`src/rtl/lane_mover_pkg.sv`:
```
package lane_mover_pkg;

    typedef enum logic [2:0] {
        OP_BCAST   = 3'd0,
        OP_INSERT  = 3'd1,
        OP_EXTRACT = 3'd2,
        OP_PERM    = 3'd3,
        OP_MLOAD   = 3'd4,
        OP_MSTORE  = 3'd5
    } lm_op_e;

    localparam int unsigned WORD_W = 32;

endpackage

```
`src/rtl/lm_bcast.sv`:
```
module lm_bcast #(
    parameter int unsigned LANE_W = 128
) (
    input  logic [LANE_W-1:0]   scalar,
    input  logic [1:0]          size,
    output logic [2*LANE_W-1:0] vec
);
    import lane_mover_pkg::*;

    localparam int unsigned VEC_W     = 2 * LANE_W;
    localparam int unsigned NWORDS    = VEC_W / WORD_W;
    localparam int unsigned LANE_WRDS = LANE_W / WORD_W;

    for (genvar w = 0; w < NWORDS; w++) begin : g_word
        always_comb begin
            unique case (size)
                2'd0:    vec[w*WORD_W +: WORD_W] = scalar[WORD_W-1:0];
                2'd1:    vec[w*WORD_W +: WORD_W] = scalar[(w % 2)*WORD_W +: WORD_W];
                default: vec[w*WORD_W +: WORD_W] = scalar[(w % LANE_WRDS)*WORD_W +: WORD_W];
            endcase
        end
    end

endmodule

```
`src/rtl/lm_lane_sel.sv`:
```
module lm_lane_sel #(
    parameter int unsigned LANE_W = 128
) (
    input  logic [2*LANE_W-1:0] src_a,
    input  logic [2*LANE_W-1:0] src_b,
    input  logic [1:0]          code,
    input  logic                force_zero,
    output logic [LANE_W-1:0]   lane
);
    always_comb begin
        if (force_zero) begin
            lane = '0;
        end else begin
            unique case (code)
                2'd0: lane = src_a[LANE_W-1:0];
                2'd1: lane = src_a[2*LANE_W-1:LANE_W];
                2'd2: lane = src_b[LANE_W-1:0];
                default: lane = src_b[2*LANE_W-1:LANE_W];
            endcase
        end
    end

endmodule

```
`src/rtl/lm_mask.sv`:
```
module lm_mask #(
    parameter int unsigned VEC_W = 256
) (
    input  logic [VEC_W-1:0]         data,
    input  logic [VEC_W/32-1:0]      word_msb,
    input  logic                     elem64,
    output logic [VEC_W-1:0]         merged,
    output logic [VEC_W/8-1:0]       sel_bytes
);
    import lane_mover_pkg::*;

    localparam int unsigned NWORDS = VEC_W / WORD_W;
    localparam int unsigned WBYTES = WORD_W / 8;

    for (genvar w = 0; w < NWORDS; w++) begin : g_word
        logic sel;
        // a 64-bit element takes its flag from the upper word of the pair
        assign sel = elem64 ? word_msb[w | 1] : word_msb[w];
        assign merged[w*WORD_W +: WORD_W]    = sel ? data[w*WORD_W +: WORD_W] : '0;
        assign sel_bytes[w*WBYTES +: WBYTES] = {WBYTES{sel}};
    end

endmodule

```
`src/rtl/lane_mover.sv`:
```
module lane_mover #(
    parameter int unsigned LANE_W = 128
) (
    input  logic                  clk,
    input  logic                  rst_n,
    input  logic                  in_valid,
    input  logic [2:0]            opcode,
    input  logic [1:0]            size,
    input  logic [7:0]            imm,
    input  logic [2*LANE_W-1:0]   src_a,
    input  logic [2*LANE_W-1:0]   src_b,
    input  logic [LANE_W-1:0]     scalar,
    output logic                  out_valid,
    output logic [2*LANE_W-1:0]   result,
    output logic [2*LANE_W/8-1:0] byte_en
);
    import lane_mover_pkg::*;

    localparam int unsigned VEC_W  = 2 * LANE_W;
    localparam int unsigned NBYTES = VEC_W / 8;
    localparam int unsigned NWORDS = VEC_W / WORD_W;

    typedef struct packed {
        logic              valid;
        logic [VEC_W-1:0]  data;
        logic [NBYTES-1:0] be;
    } out_t;

    out_t st_d, st_q;

    logic [VEC_W-1:0]  bcast_vec;
    logic [LANE_W-1:0] perm_lo, perm_hi;
    logic [VEC_W-1:0]  mask_merged;
    logic [NBYTES-1:0] mask_bytes;
    logic [NWORDS-1:0] word_msb;

    lm_bcast #(.LANE_W(LANE_W)) u_bcast (
        .scalar (scalar),
        .size   (size),
        .vec    (bcast_vec)
    );

    lm_lane_sel #(.LANE_W(LANE_W)) u_sel_lo (
        .src_a      (src_a),
        .src_b      (src_b),
        .code       (imm[1:0]),
        .force_zero (imm[3]),
        .lane       (perm_lo)
    );

    lm_lane_sel #(.LANE_W(LANE_W)) u_sel_hi (
        .src_a      (src_a),
        .src_b      (src_b),
        .code       (imm[5:4]),
        .force_zero (imm[7]),
        .lane       (perm_hi)
    );

    for (genvar w = 0; w < NWORDS; w++) begin : g_msb
        assign word_msb[w] = src_b[w*WORD_W + WORD_W - 1];
    end

    lm_mask #(.VEC_W(VEC_W)) u_mask (
        .data      (src_a),
        .word_msb  (word_msb),
        .elem64    (size[0]),
        .merged    (mask_merged),
        .sel_bytes (mask_bytes)
    );

    always_comb begin
        st_d       = st_q;
        st_d.valid = in_valid;
        if (in_valid) begin
            st_d.be = '0;
            unique case (opcode)
                OP_BCAST:   st_d.data = bcast_vec;
                OP_INSERT:  st_d.data = imm[0] ? {scalar, src_a[LANE_W-1:0]}
                                               : {src_a[VEC_W-1:LANE_W], scalar};
                OP_EXTRACT: st_d.data = {{LANE_W{1'b0}},
                                         imm[0] ? src_a[VEC_W-1:LANE_W] : src_a[LANE_W-1:0]};
                OP_PERM:    st_d.data = {perm_hi, perm_lo};
                OP_MLOAD:   st_d.data = mask_merged;
                OP_MSTORE: begin
                    st_d.data = src_a;
                    st_d.be   = mask_bytes;
                end
                default:    st_d.data = '0;
            endcase
        end
    end

    always_ff @(posedge clk or negedge rst_n) begin
        if (!rst_n) begin
            st_q <= '0;
        end else begin
            st_q <= st_d;
        end
    end

    assign out_valid = st_q.valid;
    assign result    = st_q.data;
    assign byte_en   = st_q.be;

endmodule

```
`config.mk`:
```
export PLATFORM = sky130hd
export DESIGN_NAME = lane_mover
export DESIGN_NICKNAME = d
export VERILOG_FILES = /design/src/rtl/lane_mover_pkg.sv /design/src/rtl/lm_bcast.sv /design/src/rtl/lm_lane_sel.sv /design/src/rtl/lm_mask.sv /design/src/rtl/lane_mover.sv
export SDC_FILE = /design/constraint.sdc
export NUM_CORES = 1
export LEC_CHECK = 0
export ABC_CLOCK_PERIOD_IN_PS = 1400
export BUFFER_PORTS_ARGS = -buffer_cell sky130_fd_sc_hd__buf_2
export CAP_MARGIN = 0
export CORE_AREA = 2 2 370 372
export CTS_CLUSTER_DIAMETER = 100
export DETAILED_ROUTE_END_ITERATION = 12
export DIE_AREA = 0 0 372 374
export SLEW_MARGIN = 10
export SYNTH_ARGS = -nofsm -noshare
export SYNTH_HDL_FRONTEND = slang
export SYNTH_SLANG_ARGS = --single-unit
```
`constraint.sdc`:
```
create_clock -name clk -period 1.4 [get_ports clk]
set_clock_uncertainty 0.05 [all_clocks]
set_input_delay 0.28 -clock clk [delete_from_list [all_inputs] [get_ports clk]]
set_output_delay 0.28 -clock clk [all_outputs]
set_load 0.05 [all_outputs]
```
# Word level (Yosys, flattened, before mapping)
# Cells that the tools add are included.
[totals]
output_inout_bits = 289
word_cells = 41
register_bits = 289
[op_classes]
n_reduce_logical = 5
n_eq_ne = 10
mux = 23
[ops]
columns = ["op", "count"]
rows = [
  ["$pmux W256 S6", 1],
  ["$pmux W128 S3", 2],
  ["$mux W128", 3],
  ["$mux W32", 11],
  ["$mux W256", 1],
  ["$pmux W32 S2", 1],
  ["$eq A2 B1 Y1 const B", 3],
  ["$eq A3 B2 Y1 const B", 2],
  ["$eq A3 B3 Y1 const B", 2],
  ["$logic_not A2 Y1", 3],
  ["$eq A2 B2 Y1 const B", 2],
  ["$mux W1", 4],
  ["$eq A3 B1 Y1 const B", 1],
  ["$logic_not A3 Y1", 1],
  ["$reduce_or A2 Y1", 1],
]

# Logic depth before layout (Yosys ltp)
[logic_depth]
ltp_word = 4
depth_mapped = 8
ltp_nobuf = 4

# Modules after synthesis
# From an unflattened synthesis, not the netlist that was laid out.
[unflattened]
hier_cells = 3995
hier_area_um2 = 35851.9
[modules_own_cells]
columns = ["mod", "instances", "cells_per_inst", "area_per_inst_um2"]
rows = [
  ["lane_mover", 1, 2449, 22750.6],
  ["lm_lane_sel", 2, 443, 4006.3],
  ["lm_bcast", 1, 339, 2837.7],
  ["lm_mask", 1, 321, 2250.9],
]

# Worst setup path after synthesis
# OpenSTA, ideal clock, no wires.
[synth_path]
kind = "in2reg"
startpoint = "input port size[0]"
endpoint = "register st_q, in the netlist result[55]"
arrival_ns = 1.729
setup_ns = 0.143
setup_slack_ns = -0.522
n_path_buf = 2
cell_stages = 6
path_cell_list = "buf_2 -> nor2_1 -> buf_2 -> mux2_2 -> a222oi_1 -> o211ai_1"
[synth_via]
elab_chain_len = 3
[synth_lines]
columns = ["element", "line_no", "text"]
rows = [
  ["start, declared", "lane_mover.sv:8", "input logic [1:0] size,"],
  ["$logic_not A2 Y1", "lm_bcast.sv:16", "unique case (size)"],
  ["$mux W32", "lm_bcast.sv:16", ""],
  ["$pmux W256 S6", "lane_mover.sv:76", "unique case (opcode)"],
  ["end signal, assigned", "lane_mover.sv:97", "st_q <= st_d;"],
  ["end, declared", "lane_mover.sv:29", "out_t st_d, st_q;"],
]
# Every way passes these cells.
# A chain may end at the register's enable or synchronous reset.

==> metrics.txt <==
status complete, but fails checks; failing checks setup timing; total power 0.0372 W; area growth from synthesis to layout 77.6%; worst-path fanout max 5; largest family of logic cells by synthesized area multiplexers; DPL Wire Length 155000 microns; largest net degree at the start of global routing between 50 and 60; Worst path slowest cell dfrtp_2; IO buf count 942; crit-path max cell delay 0.55 ns; CP required 1.07 ns; Slew headroom 0.601; post-route cell area ~0.044 sq mm; internal power 0.0223 W; Setup WS post-layout -0.300 ns; maximum root-to-sink buffer count 3; Net Switching 0.0150 W; clock share of power 0.285; Startpoint Class flop; Synth warnings 0; mapped cell area 0.0249 sq mm; met1 GRT Util 0.326; met2 Usage GRT 0.428; Overall Global Routing Usage 0.275; via count 32.9k; Max Slew Vio Count 0; worst hold path class input pin to flop; FMAX 0.588 GHz; Place WS -0.800 ns; Die H 374 microns; Post-Synth Simple-Gate Area 0.0681; final worst path period need 1.70 ns; H-tree depth 2; synthesis-stage register bit count 265; Clock Sinks 265; I/O pins 945; Synth Area in Compound Gates 0.283; most common cell after layout, fill and taps aside buf_2; Yosys cell types 59; row cnt 135; final core occ 0.328; core footprint 0.135 sq mm; switch share 0.402; ys flop type dfrtp_1; Final Setup Violations 295; placed cell areas about 0.037 sq mm; vias in the first global route 33.0k; clk root buf clkbuf_16; CTS buffer count 40; adder-cell area share of the yosys netlist 0; initial core utilization 0.185; CP top delay family flip-flops; worst hold margin 0.0140 ns; # fillers 13.5k; FF+latch area 0.00666 sq mm; Hold Fails Final Rpt 0; Sequential Power Share 0.254; post-synthesis sequential area ratio 0.266; initial antenna violation count between 100 and 150; die width 372 microns; first-pass iteration count of the detailed router 6; GRT met3 Usage 0.0842; RSZ-0062 raised after global routing true; Async S/R FF share, synth 1.00; Critical path buffers and inverters 1; VDD IR-drop max 0.635 mV; Via-to-Cell Ratio 5.70; Skew-Pair Late Insertion Delay 0.61 ns; CP Class flop to output port; drt wl/cell 34.6 microns; RD Place Congestion 0.975; Total Wirelength about 200000 microns; Worst R2R Setup Slack 0.09 ns; synthesized instance count 2327; multi-input logic area 0.0176 sq mm; arrival time at the worst endpoint between 1 and 1.5 ns; syn_nets 2983; Slew @ Worst Pin 0.599 ns; # nets final 4548; post-route ant nets 0; DRT iter0 DRCs about 4.1k; GRT busiest layer met2; PwrDens 842 mW/mm^2; Crit. End Element output port; share of post-route cells with drive strength above 1 0.572; leakage power 19.2 nW; grt total ovfl 0; mux cell area share after synthesis 0.316; Worst-path clk slew 0.05 ns; # Max-Cap Violations 0; cell chain of the critical path buf_6; die area 0.139 sq mm; Comb pwr share 0.461; most frequent cells in the layout buf_2 (593), buf_4 (590), buf_6 (261); Residual DRC 0; XOR/XNOR Fraction of Synth Area 0; Tcrit/Tclk final 1.21; first-pass GRT wire length 267000 microns; CTS tree done; Syn Area/Cell ~11 sq um; Post-synth EDFFs 0
## sequential cells by signal, indices dropped and copies added (netlist names)
register	flops
byte_en	8
out_valid	1
result	256
## layout make-up
cell class | instances | area share
clock inverters | 15 | 0.00393
multi-input cells | 1707 | 0.398
well taps | 1781 | 0.0504
inverters | 37 | 0.00331
flip-flops and latches | 265 | 0.151
diodes | 67 | 0.00379
clock buffers | 57 | 0.0252
repair buffers | 1841 | 0.364
## power groups by stage
| stage | combinational, W | sequential (W) | clock [W] |
|---|---|---|---|
| 6_report | 0.0172 | 0.00944 | 0.0106 |
| 5_1_grt | 0.0179 | 0.00946 | 0.0111 |
| 4_1_cts | 0.0168 | 0.00938 | 0.0108 |
| 3_5_place_dp | 0.0146 | 0.00931 | 0 |
| 3_3_place_gp | 0.0144 | 0.00934 | 0 |
| 2_1_floorplan | 0.00513 | 0.0120 | 0 |
## layer usage
metal / vias up / wire length [microns]
met2: 2731 / 89600
met1: 16400 / 73100
met3: 718 / 21800
li1: 13000 / -
met4: 48 / 15100
met5: - / 328
## final timing paths
check | start | end | cells after the start
max reg2reg | result[63] | result[63] | 4
min | src_a[2] | result[2] | 3
max | byte_en[19] | byte_en[16] | 1
min reg2reg | result[121] | result[121] | 1
min in group asynchronous | rst_n | result[59] | 2
max in group asynchronous | rst_n | result[209] | 4
## synth_stat cells, types with 2 or more instances
cell type  number  area (sq um)
or2_1           2          12.5
inv_2           2          7.51
a21oi_1       135           676
a2bb2oi_1      32           280
a221oi_2        2          30.0
a22oi_1       179          1340
or3_1           2          12.5
a221o_1        81           811
a2111oi_0      14           123
o211ai_1      100           751
o22ai_1        63           394
nand2b_1       34           213
nor2b_1         4          25.0
nor4bb_1        2          20.0
and3_1         30           188
inv_1          35           131
o21ai_1        32           160
o2bb2ai_1      26           228
a221oi_1       50           438
buf_1           5          18.8
buf_6           5          56.3
buf_2         115           576
nand3_1        64           320
clkbuf_1      152           571
a211oi_1        2          15.0
a222oi_1       98           981
mux2i_1        60           601
o21ai_0        17          85.1
buf_4          41           308
and2_1          4          25.0
nor2_1        109           409
mux4_2        256          5770
nand2_1        80           300
o211a_1        30           300
dfrtp_1       265          6630
mux2_2        133          1500
o221ai_1        2          17.5
nor4b_2         2          30.0
or3b_2          2          17.5
a22o_1         37           324
nor3_1          2          10.0
a21oi_2         3          26.3
nand4bb_1       2          22.5
## logic make-up (layout without fill, tap and decap cells)
| family | after synthesis | in the layout |
|---|---|---|
| other | 0 | 67 |
| and+or+nand+nor | 349 | 349 |
| muxes | 449 | 449 |
| AOI/OAI and AO/OA | 909 | 909 |
| buffers and inverters | 355 | 1950 |
| DFF | 265 | 265 |
## what timing repair did
action	CTS	global route
resized for setup	624	109
hold buffers	228	0
gates cloned	5	3
hold endpoints to repair	386	0
endpoints found under the setup margin	515	419
pin swaps	7	65
setup buffers	97	51
## per-stage QoR
| step | cells | TNS (ns) |
|---|---|---|
| finish | 5770 | -37.11 |
| global route | 5745 | -47.70 |
| CTS | 5710 | -49.28 |
| detailed placement | 5308 | -187.69 |
| global placement | 5308 | -180.88 |
| floorplan | 2327 | -54.77 |
(Power assumes the default switching activity.)
